## src/rtl/gcd_pkg.sv

```systemverilog
package gcd_pkg;
  typedef enum logic [1:0] {
    ST_IDLE = 2'd0,
    ST_SWAP = 2'd1,
    ST_SUB  = 2'd2,
    ST_DONE = 2'd3
  } gcd_state_e;
endpackage

```

## src/rtl/gcd_ctrl.sv

```systemverilog
module gcd_ctrl
  import gcd_pkg::*;
(
  input  logic clk,
  input  logic rst,
  input  logic start,
  input  logic in_zero,
  input  logic regs_eq,
  output logic load,
  output logic swap_en,
  output logic sub_en,
  output logic cap_reg,
  output logic cap_in,
  output logic ready,
  output logic done
);
  gcd_state_e state_q, state_d;

  always_ff @(posedge clk) begin
    if (rst) state_q <= ST_IDLE;
    else     state_q <= state_d;
  end

  always_comb begin
    state_d = state_q;
    load    = 1'b0;
    swap_en = 1'b0;
    sub_en  = 1'b0;
    cap_reg = 1'b0;
    cap_in  = 1'b0;
    case (state_q)
      ST_IDLE: begin
        if (start) begin
          if (in_zero) begin
            cap_in  = 1'b1;
            state_d = ST_DONE;
          end else begin
            load    = 1'b1;
            state_d = ST_SWAP;
          end
        end
      end
      ST_SWAP: begin
        if (regs_eq) begin
          cap_reg = 1'b1;
          state_d = ST_DONE;
        end else begin
          swap_en = 1'b1;
          state_d = ST_SUB;
        end
      end
      ST_SUB: begin
        sub_en  = 1'b1;
        state_d = ST_SWAP;
      end
      ST_DONE: state_d = ST_IDLE;
      default: state_d = ST_IDLE;
    endcase
  end

  assign ready = (state_q == ST_IDLE);
  assign done  = (state_q == ST_DONE);

  AST_DONE_ONE_CYCLE: assert property (@(posedge clk) disable iff (rst)
    done |=> !done);

  AST_BUSY_AFTER_ACCEPT: assert property (@(posedge clk) disable iff (rst)
    (ready && start && !in_zero) |=> (!ready && !done));
endmodule

```

## src/rtl/gcd_dpath.sv

```systemverilog
module gcd_dpath #(
  parameter int WIDTH = 16
) (
  input  logic             clk,
  input  logic             rst,
  input  logic             load,
  input  logic             swap_en,
  input  logic             sub_en,
  input  logic             cap_reg,
  input  logic             cap_in,
  input  logic [WIDTH-1:0] a_in,
  input  logic [WIDTH-1:0] b_in,
  output logic             in_zero,
  output logic             regs_eq,
  output logic [WIDTH-1:0] r
);
  localparam logic [WIDTH-1:0] ZERO = '0;

  logic [WIDTH-1:0] x_q, y_q;
  logic             y_larger;
  logic [WIDTH-1:0] diff;

  assign in_zero  = (a_in == ZERO) || (b_in == ZERO);
  assign regs_eq  = (x_q == y_q);
  assign y_larger = (y_q > x_q);
  assign diff     = x_q - y_q;

  always_ff @(posedge clk) begin
    if (rst) begin
      x_q <= ZERO;
      y_q <= ZERO;
    end else if (load) begin
      x_q <= a_in;
      y_q <= b_in;
    end else if (swap_en && y_larger) begin
      x_q <= y_q;
      y_q <= x_q;
    end else if (sub_en) begin
      x_q <= diff;
    end
  end

  always_ff @(posedge clk) begin
    if (rst)          r <= ZERO;
    else if (cap_in)  r <= a_in | b_in;
    else if (cap_reg) r <= x_q;
  end

  AST_SUB_ORDER: assert property (@(posedge clk) disable iff (rst)
    sub_en |-> (x_q > y_q));

  AST_SWAP_MOVES_LARGER: assert property (@(posedge clk) disable iff (rst)
    (swap_en && y_larger) |=> (x_q == $past(y_q) && y_q == $past(x_q)));
endmodule

```

## src/rtl/gcd_sub_top.sv

```systemverilog
module gcd_sub_top #(
  parameter int WIDTH = 16
) (
  input  logic             clk,
  input  logic             rst,
  input  logic             start,
  input  logic [WIDTH-1:0] a_in,
  input  logic [WIDTH-1:0] b_in,
  output logic [WIDTH-1:0] r,
  output logic             ready,
  output logic             done
);
  logic in_zero, regs_eq;
  logic load, swap_en, sub_en, cap_reg, cap_in;

  gcd_ctrl u_ctrl (
    .clk     (clk),
    .rst     (rst),
    .start   (start),
    .in_zero (in_zero),
    .regs_eq (regs_eq),
    .load    (load),
    .swap_en (swap_en),
    .sub_en  (sub_en),
    .cap_reg (cap_reg),
    .cap_in  (cap_in),
    .ready   (ready),
    .done    (done)
  );

  gcd_dpath #(.WIDTH(WIDTH)) u_dpath (
    .clk     (clk),
    .rst     (rst),
    .load    (load),
    .swap_en (swap_en),
    .sub_en  (sub_en),
    .cap_reg (cap_reg),
    .cap_in  (cap_in),
    .a_in    (a_in),
    .b_in    (b_in),
    .in_zero (in_zero),
    .regs_eq (regs_eq),
    .r       (r)
  );

  AST_ZERO_SHORTCUT: assert property (@(posedge clk) disable iff (rst)
    (ready && start && (a_in == '0 || b_in == '0)) |=>
      (done && r == $past(a_in | b_in)));

  AST_RESULT_HOLD: assert property (@(posedge clk) disable iff (rst)
    !done |-> $stable(r));
endmodule

```

## config.mk

```make
export PLATFORM = sky130hd
export DESIGN_NAME = gcd_sub_top
export DESIGN_NICKNAME = d
export VERILOG_FILES = /design/src/rtl/gcd_pkg.sv /design/src/rtl/gcd_ctrl.sv /design/src/rtl/gcd_dpath.sv /design/src/rtl/gcd_sub_top.sv
export SDC_FILE = /design/constraint.sdc
export NUM_CORES = 1
export LEC_CHECK = 0
export BUFFER_PORTS_ARGS = -buffer_cell sky130_fd_sc_hd__buf_2
export CORE_ASPECT_RATIO = 0.9
export CORE_MARGIN = 1.5
export CORE_UTILIZATION = 52
export DETAILED_ROUTE_END_ITERATION = 7
export GPL_TIMING_DRIVEN = 0
export MAX_ROUTING_LAYER = met4
export PLACE_DENSITY = 0.77
export SYNTH_ARGS = -nofsm -noshare
export SYNTH_HDL_FRONTEND = slang
export SYNTH_SLANG_ARGS = --single-unit
```

## constraint.sdc

```tcl
create_clock -name clk -period 2.8 [get_ports clk]
set_clock_uncertainty 0.05 [all_clocks]
set_input_delay 0.84 -clock clk [delete_from_list [all_inputs] [get_ports clk]]
set_output_delay 0.84 -clock clk [all_outputs]
set_load 0.005 [all_outputs]
```

---- Word-level counts from Yosys, hierarchy flattened ----
Index checks and enable logic that the tools add are counted.
word-level totals
  register bits ........................... 50
  latch bits .............................. 0
  bits in writable memories ............... 0
  bits in read-only memories .............. 0
  output and inout port bits .............. 18
  memories kept ........................... 0
operators by class
  add/sub/neg operators ................... 1
  multipliers ............................. 0
  divide/modulo/power cells ............... 0
  order comparisons ....................... 1
  equality and inequality tests ........... 5
  shift operators ......................... 0
  mux-type cells .......................... 22
  bitwise gates (word level) .............. 1
  reductions and logical operators ........ 8
operators with widths
  cell                  number
  $mux W16              7
  $logic_not A16 Y1     2
  $eq A16 B16 Y1        1
  $gt A16 B16 Y1        1
  $or A16 B16 Y16       1
  $sub A16 B16 Y16      1
  $mux W1               12
  $pmux W2 S4           1
  $eq A2 B2 Y1 const B  2
  $mux W2               2
  $reduce_bool A2 Y1    2
  $reduce_bool A3 Y1    1
  $eq A2 B1 Y1 const B  1
  $logic_not A2 Y1      1
  $ne A2 B2 Y1 const B  1
  $logic_and A1 B1 Y1   1
  $logic_or A1 B1 Y1    1

---- Logic depth before layout (Yosys ltp) ----
  depth after elaboration ................. 6
  gate-level depth with buffers ........... 12
  depth with buffers taken out ............ 10

---- Hierarchy ----
A second synthesis with hierarchy kept.
second synthesis, totals
  cell total of the unflattened synthesis .. 464
  area, all modules ....................... 3547.2 um^2
by module, submodules not included
  module     times used  cells an instance  area each (um^2)  sequential area each (um^2)
  gcd_dpath  1           450                3434.5            960.9
  gcd_ctrl   1           14                 112.6             40.0

---- Worst setup path after synthesis ----
OpenSTA, ideal clock, no wires.
  path kind ............................... register to register
  start point ............................. register u_dpath.x_q[0]
  end point ............................... register u_dpath.x_q[15]
  setup time .............................. 0.133 ns
  arrival ................................. 2.203 ns
  setup slack ............................. 0.414 ns
  stages on the path, launching flop included .. 11
  buffers on the path ..................... 0
  path through ............................ dfxtp_1 -> inv_1 -> ha_1 -> fa_1 -> nor2b_1 -> o31a_1 -> o2111ai_1 -> nand2_1 -> a21boi_1 -> or4_1 -> nor4b_2
on the way
  cells in the longest elaborated chain, start to end .. 6
RTL lines
  element                                                   RTL line         RTL
  start, declared                                           gcd_dpath.sv:19  logic [WIDTH-1:0] x_q, y_q;
  start signal, assigned                                    gcd_dpath.sv:33  x_q <= a_in;
  start signal, assigned                                    gcd_dpath.sv:36  x_q <= y_q;
  start signal, assigned                                    gcd_dpath.sv:39  x_q <= diff;
  branches (longest 6 deep; another with $sub A16 B16 Y16)  n/a
Parallel ways; which one is timed is not known. The select of a mux whose other input is x is not followed.
A chain may end at the register's enable or synchronous reset.

---- Worst setup path in the final report ----
  start point ............................. register u_dpath.x_q[13]
  end point ............................... register u_dpath.y_q[11]
on the way
  cells in the longest elaborated chain, start to end .. 5
RTL lines
  element                                                 RTL line         RTL
  branches (longest 3 deep; another with $gt A16 B16 Y1)  n/a
  $logic_and A1 B1 Y1 (*)                                 gcd_dpath.sv:35  end else if (swap_en && y_larger) begin
  $reduce_bool A2 Y1 (no source line) (*)                 n/a
  end signal, assigned                                    gcd_dpath.sv:34  y_q <= b_in;
  end signal, assigned                                    gcd_dpath.sv:37  y_q <= x_q;
  end, declared                                           gcd_dpath.sv:19
Every way passes the cells marked *.

==> results.yml <==
logic_synthesis:
  synth-seq-cells: 50
  netlist_top_cells_count: "dfxtp_1, nand2_1, nor2_1, nor3_1"
  synth_seq_area_share_pct: 30.6
  ys_warn_count: 0
  synth_compound_area_share_pct: 25.9
  ys_top_cells_by_area: "dfxtp_1, ha_1, a311oi_2"
  ys_types: 49
  synth-adder-area-share_pct: 6.73
  avgSynthCellArea_um2: 8.40
  synthArstFlopShare_pct: 0
  synthMuxAreaShare_pct: 5.20
  synth_nets: 442
  synth-simple-area-share_pct: 22.9
  synth_top_area_share_pct: 30.6
  synth_edf_count: 0
  synthXorXnorAreaFrac_pct: 2.67
  ys.flop_type: "dfxtp_1"
  synthCells: 390
  netlist_area_mm2: 0.00327
  yosysMostFrequentCell: "dfxtp_1"
  synth_top_area_cell: "dfxtp_1"
  synth_top_family_by_area: "compound AO/OA/AOI/OAI gates"
setup_path:
  start_kind: "register"
  endpoint_kind: "register"
  reg2reg_to: "u_dpath.y_q[11]$_SDFFE_PP0P_"
  worst-path-max-fanout: 10
  crit_type: "reg2reg"
  crit_required_ns: 2.97
  reg2reg_from: "u_dpath.x_q[13]$_SDFFE_PP0P_"
  ff2ff_setup_slack_ns: 0.07
  crit_arrival_ns: 2.89
  r2r_cells: 10
outcome:
  outcome: "completed"
clock_tree:
  cts_root_buf: "clkbuf_8"
  clk_latency_ns: 0.32
  hold_buffers: 0
  htreeDepth: 2
  cts.sinks: 50
  cts_tree: "built"
  numCtsBuffers: 5
  clk_pin_slew_ns: 0.10
  clockBufferDepth: 2
power:
  cellPowerDensity_mw_per_mm2: 635
  vdd_drop_max_mv: 0.273
  p_leak_nw: 1.59
route:
  via_count: 3473
  drt_iter0_markers: 356
  drt-pass1-iter-count: 6
  vias_per_cell: 6.42
  wl_per_cell_um: 20.6
  drt-total-wl_mm: 11.1
  drcViolationCount: 0
  drt.antenna.violating_nets: 0
placement:
  globalplace.congestion: 0.978
  place_area_mm2: 0.00364
  io_buffers: 51
  dp_hpwl_mm: 7.96
global_route:
  grt_overflow_total: 0
  grt_max_degree: 16
  grt_pass1_wl_mm: 17.4
  grt_pass1_vias: 3261
  track_usage_pct: 34.7
  grt_antenna_before_repair: 0
finish:
  finalNetCount: 505
  diodes: 0
  multi_input_area_mm2: 0.00217
  stdcell_area_mm2: 0.00388
  nFillCells: 534
  regArea_mm2: 0.00100
  syn_to_final_growth_pct: 18.5
  drive_gt1_share_pct: 24.7
floorplanning:
  rows: 27
  chipWidth_um: 86.6
  start_util_pct: 53.6
  io_pins: 53
  core-area_mm2: 0.00611
  die_h_um: 78.3
  die_area_mm2: 0.00678
timing:
  period_minus_slack_ns: 2.73
  hold_viol: 0
  finalSetupViolCount: 0
  final_max_slew_viol_count: 0
  finalSetupTns_ns: 0
  max_freq_mhz: 366
  slew_headroom_pct: 34.6
  final.period_utilization_pct: 97.5
  tightest_slew_ns: 0.981
worst_hold_path:
  hold_path_depth: 2
  hold_path_class: "reg2reg"
  hold_path_end: "u_dpath.y_q[0]$_SDFFE_PP0P_"
  min_from: "u_dpath.x_q[0]$_SDFFE_PP0P_"
job:
  drv_cap: 0
==> cells by family after synthesis <==
logic type / count (synthesis)
AOI/OAI and AO/OA: 105
xor gates and xnor gates: 10
adders and majority gates: 17
buffers and inverters: 44
DFF: 50
muxes: 17
and+or+nand+nor: 147
==> metal layers <==
layer	wire (um)	global-route usage (%)	up-vias
met3	816	5.05	23
met1	5080	48.1	1647
met5	0	-	-
met2	4970	51.4	199
li1	-	-	1604
met4	273	12.4	0
==> state kept, by name, summed over array words and instances (netlist names) <==
signal          count
u_ctrl.state_q      2
u_dpath.r          16
u_dpath.y_q        16
u_dpath.x_q        16
==> placed cells by master (no fill, tap or decap), types with 4 or more instances in the layout <==
cell type,instances
buf_2,53
dfxtp_1,49
nand2_1,42
nor2_1,28
nor3_1,21
a211oi_1,20
inv_1,19
a21oi_1,18
mux2i_1,17
clkbuf_1,15
nand4_1,13
a311oi_2,12
ha_1,11
nand2b_1,7
xnor2_1,7
a311oi_1,6
a222oi_1,6
nor4_1,5
nand3_1,5
nor2b_1,5
a21o_1,5
a31oi_1,5
clkbuf_8,5
buf_4,5
o21a_1,4
o21ai_0,4
buf_6,4
ha_2,4
==> worst max-delay path, stage by stage (launching register included) <==
cell and delay [ns]:
dfxtp_1 0.44, ha_2 0.35, a21o_1 0.22, a21oi_2 0.16, nor2b_1 0.07, nor4b_2 0.39, a21boi_4 0.28, buf_6 0.16
buf_6 0.16, nand2_1 0.08, a311oi_2 0.25
==> power breakdown <==
part / switching, mW / internal (mW)
Sequential: 0.0768 / 0.780
Clock: 0.268 / 0.177
Combinational: 0.668 / 0.491
==> worst max path at each step <==
stage                                      start                           end  slack [ns]  cells after the start
floorplan            u_dpath.x_q[0]$_SDFFE_PP0P_  u_dpath.x_q[15]$_SDFFE_PP0P_        0.41                     10
global placement                         b_in[9]   u_dpath.y_q[7]$_SDFFE_PP0P_       -0.45                      8
detailed placement                       b_in[2]   u_dpath.y_q[9]$_SDFFE_PP0P_       -0.47                      8
CTS                  u_dpath.y_q[9]$_SDFFE_PP0P_  u_dpath.y_q[11]$_SDFFE_PP0P_     -0.0006                     11
global route         u_dpath.x_q[0]$_SDFFE_PP0P_  u_dpath.x_q[14]$_SDFFE_PP0P_      -0.005                     11
finish              u_dpath.x_q[13]$_SDFFE_PP0P_  u_dpath.y_q[11]$_SDFFE_PP0P_        0.07                     10
==> timing repair <==
item                                   CTS  global route
pin swaps                                0             8
resized for setup                        3            29
endpoints found under the hold margin    0             0
setup endpoints to repair               20            41
setup buffers                            0             5
==> area by class of cell <==
cell class                      count  share of cell area (%)
Multi-Input combinational cell    296                    56.0
Sequential cell                    50                    25.8
Timing Repair Buffer               56                    7.55
Buffer                             25                    3.74
Tap cell                           87                    2.81
Clock buffer                        6                    1.87
Inverter                           19                    1.84
Clock inverter                      2                   0.355
==> through the flow <==
stage                     hold slack (ns)  setup slack [ns]  power (mW)  util [%]  cells
after floorplan                     0.411             0.414        1.61         -    390
after global placement              0.436            -0.446        1.85      59.5    528
after detailed placement            0.445            -0.469        1.87      59.5    528
after CTS                           0.457         -0.000551        2.30      61.0    536
after global routing                0.476          -0.00534        2.58      63.4    541
final                               0.455            0.0707        2.46      63.4    541
(Power assumes the default switching activity.)
